`src/rtl/pll_seq_pkg.sv`:
```
package pll_seq_pkg;

    typedef enum logic [3:0] {
        ST_IDLE,
        ST_TEST_OFF,
        ST_SS_REL,
        ST_SS_WAIT,
        ST_FL_REL,
        ST_FL_WAIT,
        ST_MUX,
        ST_TK_TBYP,
        ST_TK_REL,
        ST_TK_WAIT
    } seq_state_e;

    typedef enum logic [1:0] {
        ERR_NONE = 2'd0,
        ERR_SS   = 2'd1,
        ERR_FILT = 2'd2,
        ERR_NEST = 2'd3
    } seq_err_e;

    // control bit numbers, MSB-first
    localparam int A_TEST_EN  = 12;
    localparam int A_SS_RST   = 0;
    localparam int A_SS_BYP   = 1;
    localparam int A_FL_RST   = 4;
    localparam int A_FL_BYP   = 5;
    localparam int A_CP_ALT   = 6;
    localparam int A_IO_ALT   = 7;
    localparam int A_TK_TBYP  = 10;
    localparam int A_CLK_SEL  = 31;
    localparam int B_TK_RST   = 4;
    localparam int B_TK_BYP   = 5;

    localparam int NSTAGE = 3;
    localparam int LOCK_W = 4;

    function automatic int vidx(input int width, input int bitno);
        return width - 1 - bitno;
    endfunction

    // lock flags required by each stage: 0 spread, 1 filter pair, 2 nest
    function automatic logic [LOCK_W-1:0] stage_mask(input int stage);
        case (stage)
            0:       return 4'b0001;
            1:       return 4'b0110;
            default: return 4'b1000;
        endcase
    endfunction

endpackage

```
`src/rtl/pll_seq_timer.sv`:
```
module pll_seq_timer #(
    parameter int TERM = 1000
) (
    input  logic clk,
    input  logic rst_n,
    input  logic start_i,
    output logic expired_o
);
    localparam int CW = $clog2(TERM + 1);
    localparam logic [CW-1:0] LAST = CW'(TERM - 1);

    logic          run_d, run_q;
    logic [CW-1:0] cnt_d, cnt_q;

    always_comb begin
        run_d = run_q;
        cnt_d = cnt_q;
        if (start_i) begin
            run_d = 1'b1;
            cnt_d = '0;
        end else if (run_q) begin
            if (cnt_q == LAST) run_d = 1'b0;
            else               cnt_d = cnt_q + 1'b1;
        end
    end

    always_ff @(posedge clk) begin
        if (!rst_n) begin
            run_q <= 1'b0;
            cnt_q <= '0;
        end else begin
            run_q <= run_d;
            cnt_q <= cnt_d;
        end
    end

    assign expired_o = run_q && (cnt_q == LAST);
endmodule

```
`src/rtl/pll_seq_lockchk.sv`:
```
module pll_seq_lockchk
    import pll_seq_pkg::*;
(
    input  logic [LOCK_W-1:0] lock_i,
    output logic [NSTAGE-1:0] ok_o
);
    for (genvar s = 0; s < NSTAGE; s++) begin : g_stage
        localparam logic [LOCK_W-1:0] MASK = stage_mask(s);
        assign ok_o[s] = ((lock_i & MASK) == MASK);
    end
endmodule

```
`src/rtl/pll_bringup_seq.sv`:
```
module pll_bringup_seq
    import pll_seq_pkg::*;
#(
    parameter int              REG_W      = 64,
    parameter int              CLK_MHZ    = 250,
    parameter int              SETTLE_US  = 100,
    parameter bit              FAST_SIM   = 1'b0,
    parameter int              SIM_CYCLES = 1000,
    parameter logic [REG_W-1:0] A_INIT    = 64'hCF28_0000_0000_0000,
    parameter logic [REG_W-1:0] B_INIT    = 64'h0C00_0000_0000_0000
) (
    input  logic             clk,
    input  logic             rst_n,
    input  logic             start_i,
    input  logic             sync_mode_i,
    input  logic [3:0]       lock_i,
    output logic [REG_W-1:0] ctrl_a_o,
    output logic [REG_W-1:0] ctrl_b_o,
    output logic             busy_o,
    output logic             done_o,
    output logic [1:0]       err_o,
    output logic [3:0]       lock_snap_o
);
    localparam int TERM = FAST_SIM ? SIM_CYCLES : CLK_MHZ * SETTLE_US;

    localparam int IA_TEST = vidx(REG_W, A_TEST_EN);
    localparam int IA_SSR  = vidx(REG_W, A_SS_RST);
    localparam int IA_SSB  = vidx(REG_W, A_SS_BYP);
    localparam int IA_FLR  = vidx(REG_W, A_FL_RST);
    localparam int IA_FLB  = vidx(REG_W, A_FL_BYP);
    localparam int IA_CPA  = vidx(REG_W, A_CP_ALT);
    localparam int IA_IOA  = vidx(REG_W, A_IO_ALT);
    localparam int IA_TKT  = vidx(REG_W, A_TK_TBYP);
    localparam int IA_SEL  = vidx(REG_W, A_CLK_SEL);
    localparam int IB_TKR  = vidx(REG_W, B_TK_RST);
    localparam int IB_TKB  = vidx(REG_W, B_TK_BYP);

    typedef struct packed {
        seq_state_e       st;
        logic [REG_W-1:0] a;
        logic [REG_W-1:0] b;
        logic             done;
        seq_err_e         err;
        logic [LOCK_W-1:0] snap;
    } seq_regs_t;

    seq_regs_t         r_d, r_q;
    logic              tmr_go;
    logic              tmr_exp;
    logic [NSTAGE-1:0] stage_ok;

    pll_seq_timer #(.TERM(TERM)) u_timer (
        .clk       (clk),
        .rst_n     (rst_n),
        .start_i   (tmr_go),
        .expired_o (tmr_exp)
    );

    pll_seq_lockchk u_lockchk (
        .lock_i (lock_i),
        .ok_o   (stage_ok)
    );

    always_comb begin
        r_d    = r_q;
        tmr_go = 1'b0;
        case (r_q.st)
            ST_IDLE: begin
                if (start_i) begin
                    r_d.a    = A_INIT;
                    r_d.b    = B_INIT;
                    r_d.done = 1'b0;
                    r_d.err  = ERR_NONE;
                    r_d.snap = '0;
                    r_d.st   = ST_TEST_OFF;
                end
            end
            ST_TEST_OFF: begin
                r_d.a[IA_TEST] = 1'b0;
                r_d.st         = ST_SS_REL;
            end
            ST_SS_REL: begin
                r_d.a[IA_SSR] = 1'b0;
                tmr_go        = 1'b1;
                r_d.st        = ST_SS_WAIT;
            end
            ST_SS_WAIT: begin
                if (tmr_exp) begin
                    r_d.snap = lock_i;
                    if (stage_ok[0]) begin
                        r_d.a[IA_SSB] = 1'b0;
                        r_d.st        = ST_FL_REL;
                    end else begin
                        r_d.err = ERR_SS;
                        r_d.st  = ST_IDLE;
                    end
                end
            end
            ST_FL_REL: begin
                r_d.a[IA_FLR] = 1'b0;
                tmr_go        = 1'b1;
                r_d.st        = ST_FL_WAIT;
            end
            ST_FL_WAIT: begin
                if (tmr_exp) begin
                    r_d.snap = lock_i;
                    if (stage_ok[1]) begin
                        r_d.a[IA_FLB] = 1'b0;
                        r_d.a[IA_CPA] = 1'b0;
                        r_d.a[IA_IOA] = 1'b0;
                        r_d.st        = ST_MUX;
                    end else begin
                        r_d.err = ERR_FILT;
                        r_d.st  = ST_IDLE;
                    end
                end
            end
            ST_MUX: begin
                if (sync_mode_i) r_d.a[IA_SEL] = 1'b1;
                r_d.st = ST_TK_TBYP;
            end
            ST_TK_TBYP: begin
                r_d.a[IA_TKT] = 1'b0;
                r_d.st        = ST_TK_REL;
            end
            ST_TK_REL: begin
                r_d.b[IB_TKR] = 1'b0;
                tmr_go        = 1'b1;
                r_d.st        = ST_TK_WAIT;
            end
            ST_TK_WAIT: begin
                if (tmr_exp) begin
                    r_d.snap = lock_i;
                    if (stage_ok[2]) begin
                        r_d.b[IB_TKB] = 1'b0;
                        r_d.done      = 1'b1;
                    end else begin
                        r_d.err = ERR_NEST;
                    end
                    r_d.st = ST_IDLE;
                end
            end
            default: r_d.st = ST_IDLE;
        endcase
    end

    always_ff @(posedge clk) begin
        if (!rst_n) begin
            r_q.st   <= ST_IDLE;
            r_q.a    <= A_INIT;
            r_q.b    <= B_INIT;
            r_q.done <= 1'b0;
            r_q.err  <= ERR_NONE;
            r_q.snap <= '0;
        end else begin
            r_q <= r_d;
        end
    end

    assign ctrl_a_o    = r_q.a;
    assign ctrl_b_o    = r_q.b;
    assign busy_o      = (r_q.st != ST_IDLE);
    assign done_o      = r_q.done;
    assign err_o       = r_q.err;
    assign lock_snap_o = r_q.snap;
endmodule

```
`config.mk`:
```
export PLATFORM = sky130hd
export DESIGN_NAME = pll_bringup_seq
export DESIGN_NICKNAME = d
export VERILOG_FILES = /design/src/rtl/pll_seq_pkg.sv /design/src/rtl/pll_seq_timer.sv /design/src/rtl/pll_seq_lockchk.sv /design/src/rtl/pll_bringup_seq.sv
export SDC_FILE = /design/constraint.sdc
export NUM_CORES = 1
export LEC_CHECK = 0
export BUFFER_PORTS_ARGS = -buffer_cell sky130_fd_sc_hd__buf_2
export CAP_MARGIN = 15
export CORE_ASPECT_RATIO = 1.1
export CORE_MARGIN = 4
export CORE_UTILIZATION = 35
export CTS_CLUSTER_DIAMETER = 30
export DETAILED_ROUTE_END_ITERATION = 8
export GPL_TIMING_DRIVEN = 0
export PLACE_DENSITY = 0.75
export SYNTH_ARGS = -nofsm -noshare
export SYNTH_HDL_FRONTEND = slang
export SYNTH_SLANG_ARGS = --single-unit
```
`constraint.sdc`:
```
create_clock -name clk -period 1.8 [get_ports clk]
set_input_delay 0.18 -clock clk [delete_from_list [all_inputs] [get_ports clk]]
set_output_delay 0.18 -clock clk [all_outputs]
set_load 0.01 [all_outputs]
```
==> run summary, run 1 <==
The number of DRC violations after detailed routing is 0. The most common cell after layout, fill and taps aside is sky130_fd_sc_hd__buf_4. After detailed routing, the average wire length per cell comes to 9.120 um.

The critical path class is reg2reg. The critical path required time is 2.03 ns. The count of endpoints failing setup in the final report came out at 0. The via count of the first global-routing pass is 1848. The final core area utilization is 47.74%. The cell area after synthesis is 0.002753 mm^2. Counting the fill cells in the layout gives 745.

After detailed placement, the design holds a cell count of 583. The maximum frequency from static timing analysis came out at 0.5770 GHz. The post-route worst hold slack is 0.1327 ns. The number of slew-limit violations in the final report is 0.

The longest clock path from root to sink contains 2 buffers. The final wirelength came out at 5390 um. The count of cells along the worst hold path came out at 3. For this run, the post-layout net count is 494. The sort of element at the start of the critical path is a register. For this design the top-level I/O count stands at 144. The synthesis-to-finish area growth came out at 31.05%. Global routing consumed, over all layers together, 10.47% of the routing resources. The post-placement setup slack is -0.1058 ns.

The total CTS buffers is 5. The top cell types in the final layout, fill and taps aside, are sky130_fd_sc_hd__buf_4, sky130_fd_sc_hd__conb_1, sky130_fd_sc_hd__dfxtp_1, sky130_fd_sc_hd__nand2_1, sky130_fd_sc_hd__buf_2. The max-capacitance violation count came out at 0. The number of distinct standard cells referenced by the synthesized netlist is 51. The CTS tree is yes. The fraction of layout instances using a drive strength above 1 came out at 38.68%. The path with the worst hold slack has its endpoint at ctrl_a_o[32]. The remaining global-route overflow came out at 0.

The worst register-to-register path has a depth of 5. The arrival time of data at the critical path endpoint came out at 1.96 ns. The vias per cell is 3.672.

The overall via count from detail_route is 2170. In this run, post-CTS hold repair placed 0 buffers. The wire length of the first global-routing pass is 8066 um.

For this run, the leading register cell type out of synthesis is sky130_fd_sc_hd__dfxtp_1. The congestion estimate from routability-driven global placement came to 0.8676. The post-CTS clock slew at the launch and capture registers of the worst setup and hold paths came out at 0.07 ns. The worst path uses 96.28% of the clock period. The core outline area came out at 0.007556 mm^2. The post-layout minimum cycle time is 1.733 ns. The smallest setup slack after layout is 0.06695 ns. The accumulated negative setup slack is 0 ns. The power per standard cell area is 552.7 mW/mm^2. The maximum VDD drop came out at 0.2623 mV.

The placed wire-length estimate came out at 4398 um. The post-route clock skew came out at 0.006027 ns. Along the worst path, the maximum fanout reaches 8. The count of standard-cell rows is 33.

Summing the sequential cell areas from Yosys gives 26.18% of the chip area. The initial antenna violation count came to 0. In this run the critical register-to-register path is launched from r_q[136]. The endpoint of the lowest-slack register-to-register path is err_o[0]. The final antenna-violating net count came out at 0. The floorplan step set the die height to 101.0 um. The multi-input gate area in the final layout is 0.001435 mm^2. The first-pass detailed-route iteration total came out at 4.

The async set or reset register ratio after synthesis is 0%. The worst setup path is captured at a register. The port buffer count came out at 25. Registers take 730.7 um^2.

The worst hold path belongs to the class in2reg. The number of instances in the synthesized netlist came out at 337. The number of warnings reported in the yosys synthesis log came out at 0.

In this run the horizontal extent of the chip is 92.56 um. The static leakage power is 1.867 nW. The filler-free cell count of the finished design came out at 591.

The antenna cell count is 0. The total number of clock tree sinks is 36. After synthesis, the mean cell area works out to 8.168 um^2. Entering global routing, the biggest net connects 12 pins. Setup repair after global routing could not meet its margin everywhere.

The tree is rooted in a sky130_fd_sc_hd__clkbuf_8. For flop-to-flop paths, the worst setup slack is 0.07 ns. The number of hold-slack violations in the final timing report came out at 0. The die covers 0.009349 mm^2.

The launch instance of the worst min-delay path is sync_mode_i. After synthesis the netlist holds a flip-flop and latch count of 36. CTS built an H-tree with a depth of 2.

The number of flops mapped to enable cells by yosys is 0. The first routing iteration left 33 violations. For the worst-skew pair, the clock arrives at the later sink with an insertion delay of 0.30 ns. The flow ran to the end, and the final reports show no timing, DRC or antenna violations. The initial utilization of the core area, before any placement, comes to 36.43%.
-- cells by family after synthesis --
group                    share of synthesized area (%)
flip-flops                                       26.18
AND/OR/NAND/NOR                                  18.68
buffers and inverters                            38.91
adder cells (fa/ha/maj)                         0.4545
XOR/XNOR                                         3.818
multiplexers                                     1.091
other                                           0.1362
AO/OA/AOI/OAI                                    10.73
-- worst max-delay path by stage --
| stage | start | end | slack [ns] | cells past startpoint |
|---|---|---|---|---|
| 2_1_floorplan | u_timer.cnt_q[0] | err_o[0] | 0.12 | 7 |
| 3_3_place_gp | u_timer.cnt_q[0] | err_o[0] | -0.03 | 7 |
| 3_5_place_dp | u_timer.cnt_q[0] | err_o[1] | -0.11 | 7 |
| 4_1_cts | u_timer.cnt_q[3] | err_o[1] | 0.02 | 6 |
| 5_1_grt | u_timer.cnt_q[1] | err_o[0] | -0.02 | 7 |
| 6_report | r_q[136] | err_o[0] | 0.07 | 5 |
-- metal layers --
metal	vias up	global-route usage (%)	share of wire, %
met3	8	3.585	10
met1	917	11.40	38
met5	-	0	0
li1	1161	-	-
met4	0	4.114	1.3
met2	84	18.64	51
-- power breakdown --
part	internal [mW]	switching [mW]	total, mW	leakage [nW]
registers	0.807	0.0119	0.819	0.294
logic	0.234	0.237	0.471	1.52
clock network	0.411	0.293	0.704	0.0552
-- synthesized netlist by cell type, drive strengths merged, types with 2 or more instances --
cell | instances | share of area, %
a22oi | 4 | 1.1
nand4 | 5 | 1.1
o21ai | 9 | 1.6
inv | 4 | 0.55
nand3 | 2 | 0.36
or3 | 6 | 1.4
nor2 | 18 | 2.5
o21a | 2 | 0.55
o211ai | 3 | 1.0
clkbuf | 4 | 0.55
mux2i | 3 | 1.1
a21oi | 9 | 1.6
nand2b | 4 | 0.91
o31ai | 2 | 0.55
xnor2 | 7 | 2.2
and2 | 5 | 1.1
nand2 | 29 | 4.0
and4 | 4 | 1.3
nor2b | 5 | 1.1
xor2 | 5 | 1.6
nor3 | 8 | 1.9
a21boi | 3 | 0.82
buf | 140 | 38
dfxtp | 36 | 26
-- critical path, stage by stage, from the launching register on --
cell and delay, ns:
sky130_fd_sc_hd__dfxtp_2 0.36, sky130_fd_sc_hd__or3b_4 0.42, sky130_fd_sc_hd__a221oi_4 0.31, sky130_fd_sc_hd__o22ai_4 0.14, sky130_fd_sc_hd__nor3_4 0.23, sky130_fd_sc_hd__mux2i_1 0.20
-- final cells by class --
cell class / count / share of cell area (%)
buffer: 143 / 29.24
clock buffer: 6 / 2.012
clock inverter: 2 / 0.9712
inverter: 4 / 0.4162
multi-input combinational: 269 / 39.79
sequential: 36 / 20.26
tap: 105 / 3.642
timing repair buffer: 26 / 3.677
-- timing repair --
item / 4_1_cts / 5_1_grt
pin swaps: 1 / 6
setup buffers: 0 / 1
endpoints found under the hold margin: 0 / 0
setup endpoints to repair: 12 / 13
gates resized for setup: 4 / 15
-- registers in the layout, summed over array words and instances, names as in the netlist --
signal	flops
done_o	1
u_timer.cnt_q	15
r_q	4
err_o	2
ctrl_a_o	7
u_timer.run_q	1
ctrl_b_o	2
lock_snap_o	4
-- metrics by stage --
stage / area (um^2) / power, mW
after detailed placement: 3445 / 1.280
after floorplan: 3188 / 1.237
after global placement: 3445 / 1.277
after CTS: 3558 / 1.977
after global routing: 3607 / 2.085
final: 3607 / 1.994
No activity file was read; power rests on OpenSTA's default activity.
==> inputs of run 2 (changes only) <==
--- a/config.mk
+++ b/config.mk
@@ -13,7 +13,8 @@
 export CTS_CLUSTER_DIAMETER = 30
 export DETAILED_ROUTE_END_ITERATION = 8
 export GPL_TIMING_DRIVEN = 0
-export PLACE_DENSITY = 0.75
+export PLACE_DENSITY = 0.74
 export SYNTH_ARGS = -nofsm -noshare
 export SYNTH_HDL_FRONTEND = slang
+export SYNTH_HIERARCHICAL = 1
 export SYNTH_SLANG_ARGS = --single-unit
==> run 2 against run 1 <==
  * The run now ends with negative setup slack left
  * Clock power shrank 13%
  * Critical path depth grew 3
  * Wire length grew 14%
  * Critical path type unchanged
==> run summary, run 2 <==
The area fraction in compound gates after synthesis is 11.04%. The internal power came out at 1.406 mW. The total number of clock tree sinks is 36. The number of hold-slack violations in the final timing report is 0.

Across all register-to-register paths, the minimum setup slack is -0.52 ns. The most common cell after layout, fill and taps aside is sky130_fd_sc_hd__buf_4. The total die area came out at 0.009668 mm^2. The combined global-route utilization of all metal layers is 12.04%. The multiplexer share of the synthesized area came out at 1.928%. The port buffer count came out at 26. At the end of routability-driven placement, the weighted congestion stood at 0.8580. From synthesis to final layout, the design area changed by 37.91%. The worst register-to-register path begins at u_timer/cnt_q[12]. The final wirelength is 6170 um. The placed wire-length estimate came out at 4834 um. The max-capacitance violation count came out at 0.

The sequential cells in the finished layout cover a total of 739.5 um^2. The share of total power in combinational logic is 28.9%. The commonest cells after synthesis are sky130_fd_sc_hd__buf_4, sky130_fd_sc_hd__dfxtp_1, sky130_fd_sc_hd__nand2_1. The cell area after placement came out at 0.003577 mm^2. After layout, the minimum clock period comes to 2.322 ns. The pin count of the biggest net entering global routing is 12. The smallest setup slack after layout is -0.5223 ns. The mean area per synthesized cell is 8.252 um^2. The number of antenna diodes in the final layout is 0.

The via count of the first global-routing pass is 2127. Counting flops per register, the top entry is u_timer/cnt_q. The critical path required time came out at 2.02 ns. The first detailed-routing pass took 4 iterations. Setup repair after global routing could not meet its margin everywhere. The fraction of layout instances using a drive strength above 1 came out at 43.92%. The clock group share of total power is 30.2%.

The number of distinct standard cells referenced by the synthesized netlist is 50. In the post-synthesis netlist, the biggest area contributors are sky130_fd_sc_hd__buf_4, sky130_fd_sc_hd__dfxtp_1, sky130_fd_sc_hd__nand2_1. The total of flip-flops plus latches after synthesis is 36. The relative max-transition margin came out at 67.55%. In this run the number of H-tree levels came out at 2. The switching power share of the total came out at 30.36%. The post-route clock skew is 0.003876 ns. Among all flip-flop cells after synthesis, the most frequent one is sky130_fd_sc_hd__dfxtp_1. The maximum frequency from static timing analysis came out at 0.4306 GHz. TritonCTS built the clock tree. The destination of the critical timing path is err_o[1]. TritonCTS created 5 clock buffers. The buffer depth of the longest clock path is 2. Of the total synthesized cell area, the portion taken by full adders, half adders and majority gates is 0.4382%. By area, the combinational part of the netlist is dominated by buffers and inverters. The routed length per placed instance came out at 9.984 um. The share of the cycle needed by the critical path after routing came out at 129.0%. The portion of total power attributed to sequential cells came out at 40.9%. The net count of the finished layout is 518. The initial antenna violation count came out at 0. The timing startpoint of the critical path is u_timer/cnt_q[12]. The post-CTS clock slew at the launch and capture registers of the worst setup and hold paths is 0.07 ns. The vertical die dimension is 102.7 um.

The final reports fail on negative setup slack. The remaining global-route overflow is 0. Prior to clock tree synthesis, the placed netlist has a worst setup slack of -0.6394 ns.

The cell count of the worst reg-to-reg path is 8. The count of endpoints failing setup in the final report came out at 16. The register area share after synthesis came out at 25.24%. The endpoint of the lowest-slack register-to-register path is err_o[1].

The floorplan step defined a core boundary enclosing 0.007913 mm^2. The number of flops mapped to enable cells by yosys is 0. The vias per cell is 3.866. The static leakage power is 2.009 nW.

The boundary pin count came out at 144. The arrival time of data at the critical path endpoint came out at 2.54 ns. In the final layout, the multi-input gates occupy 0.001614 mm^2.

After technology mapping, the gate count stands at 346. In this run the biggest area consumer among cell types represents 36.02% of the synthesized area. The die width is 94.12 um. The min-delay analysis places its worst path in the category in2reg. The final antenna-violating net count came out at 0. The initial utilization of the core area, before any placement, comes to 36.08%. The wire length of the first global-routing pass came out at 9570 um.

Power spread over the standard cell area amounts to 512.8 mW/mm^2. The filler cell count is 771. The post-route worst hold slack came out at 0.1129 ns. The overall via count from detail_route is 2389. In the layout the commonest cells are sky130_fd_sc_hd__buf_4, sky130_fd_sc_hd__conb_1, sky130_fd_sc_hd__buf_2, sky130_fd_sc_hd__dfxtp_1, sky130_fd_sc_hd__nand2_1. The synthesized design spends more area on one cell type than any other, namely sky130_fd_sc_hd__buf_4.

In this run the clock root is driven by a sky130_fd_sc_hd__clkbuf_8. IR analysis of the VDD net gives a maximum drop of 0.4189 mV. After floorplanning, the core was divided into 34 placement rows. The number of slew-limit violations in the final report is 0. The async set or reset register ratio after synthesis came out at 0%.

With fillers left out, the area of the finished cells amounts to 0.003938 mm^2. The cell area after synthesis came out at 0.002855 mm^2. The number of flip-flops in the largest register came out at 15. The insertion delay of the later-clocked pin in the worst-skew pair came out at 0.29 ns. During synthesis, Yosys emitted a total of 6 warnings.

The worst setup path is of the reg2reg kind. The slew at the pin with the worst max-slew slack is 0.4802 ns. The worst setup path is captured at a register.

Summed over all nets, the switching power comes to 0.6130 mW. The number of DRC violations after detailed routing came out at 0. The maximum fanout count along the critical path came out at 5. The most common cell in the synthesized netlist is sky130_fd_sc_hd__buf_4.

For this design, the CTS-stage hold fixing added 0 buffers. The flow ran to the end, but the final reports show violations. The basic-gate share of the synthesized area counting and, or, nand and nor cells is 20.11%.

STA classifies the critical path startpoint as a register. Of the total synthesized cell area, the portion taken by XOR and XNOR cells is 2.761%. The number of DRC markers after the initial detailed-route iteration is 63.
## run 2: changes by cell type in the layout (fill, tap and decap cells not counted), sizes merged, moves of 3 or more
cell | before | now
nor4 | 0 | 6
buf | 162 | 184
nor2 | 18 | 11
nand2b | 4 | 8
o211ai | 3 | 0
nand2 | 29 | 24
nand3 | 2 | 7
nor3 | 8 | 4
and4 | 4 | 0
a32o | 0 | 5
nor2b | 5 | 8
nand4 | 5 | 10
a22oi | 4 | 1
## run 2: worst min path at each step
stage	from	end	depth (start not counted)
after floorplan	lock_i[0]	lock_snap_o[0]	1
after global placement	lock_i[1]	lock_snap_o[1]	2
after detailed placement	lock_i[2]	lock_snap_o[2]	2
after CTS	lock_i[2]	lock_snap_o[2]	2
after global routing	lock_i[2]	lock_snap_o[2]	2
final	lock_i[2]	lock_snap_o[2]	2
## run 2: worst max-delay path, stage by stage, from the launching register on
cell	delay [ns]
sky130_fd_sc_hd__dfxtp_2	0.34
sky130_fd_sc_hd__or4_4	0.55
sky130_fd_sc_hd__nor4_4	0.25
sky130_fd_sc_hd__and2_1	0.17
sky130_fd_sc_hd__clkbuf_8	0.14
sky130_fd_sc_hd__and3b_1	0.16
sky130_fd_sc_hd__a32oi_2	0.06
sky130_fd_sc_hd__a221oi_2	0.37
sky130_fd_sc_hd__mux2i_1	0.21
## run 2: what timing repair did
action	4_1_cts	5_1_grt
pin swaps	12	10
resized for setup	22	21
endpoints found under the setup margin	28	29
buffers inserted	13	2
## run 2: logic make-up (layout without fill, tap and decap cells)
family                     count (synthesis)  in the layout
adders and majority gates                  1              1
and+or+nand+nor                          101            101
buffers and inverters                    151            199
DFF                                       36             36
other                                      1            117
muxes                                      5              5
xor gates and xnor gates                   9              9
AOI/OAI and AO/OA                         42             42
## run 2: power groups by stage
stage          registers, mW  clock network (mW)  logic [mW]
2_1_floorplan          0.840                   0       0.464
3_3_place_gp           0.844                   0       0.522
3_5_place_dp           0.845                   0       0.525
4_1_cts                0.824               0.625       0.547
5_1_grt                0.829               0.651       0.643
6_report               0.826               0.610       0.583
## run 2: layout make-up
| type | count | area share (%) |
|---|---|---|
| clock buffers | 7 | 2.193 |
| repair buffers | 40 | 6.165 |
| well taps | 108 | 3.432 |
| inverters | 3 | 0.2860 |
| multi-input cells | 275 | 40.99 |
| flip-flops and latches | 36 | 18.78 |
| plain buffers | 148 | 27.96 |
| clock inverters | 1 | 0.1907 |
## run 2: routing by layer
layer	track usage [%]	up-vias	wire [um]
li1	-	1247	-
met1	14.00	1034	2448
met2	21.96	97	3138
met3	2.555	11	489
met4	4.000	0	93
met5	0	-	0
## run 2: through the flow
stage	power, mW	instances	utilization (%)	setup TNS [ns]
2_1_floorplan	1.304	462	-	-2.963
3_3_place_gp	1.367	596	45.21	-6.754
3_5_place_dp	1.370	596	45.21	-7.462
4_1_cts	1.996	616	48.56	-5.375
5_1_grt	2.122	618	49.76	-6.863
6_report	2.019	618	49.76	-5.116
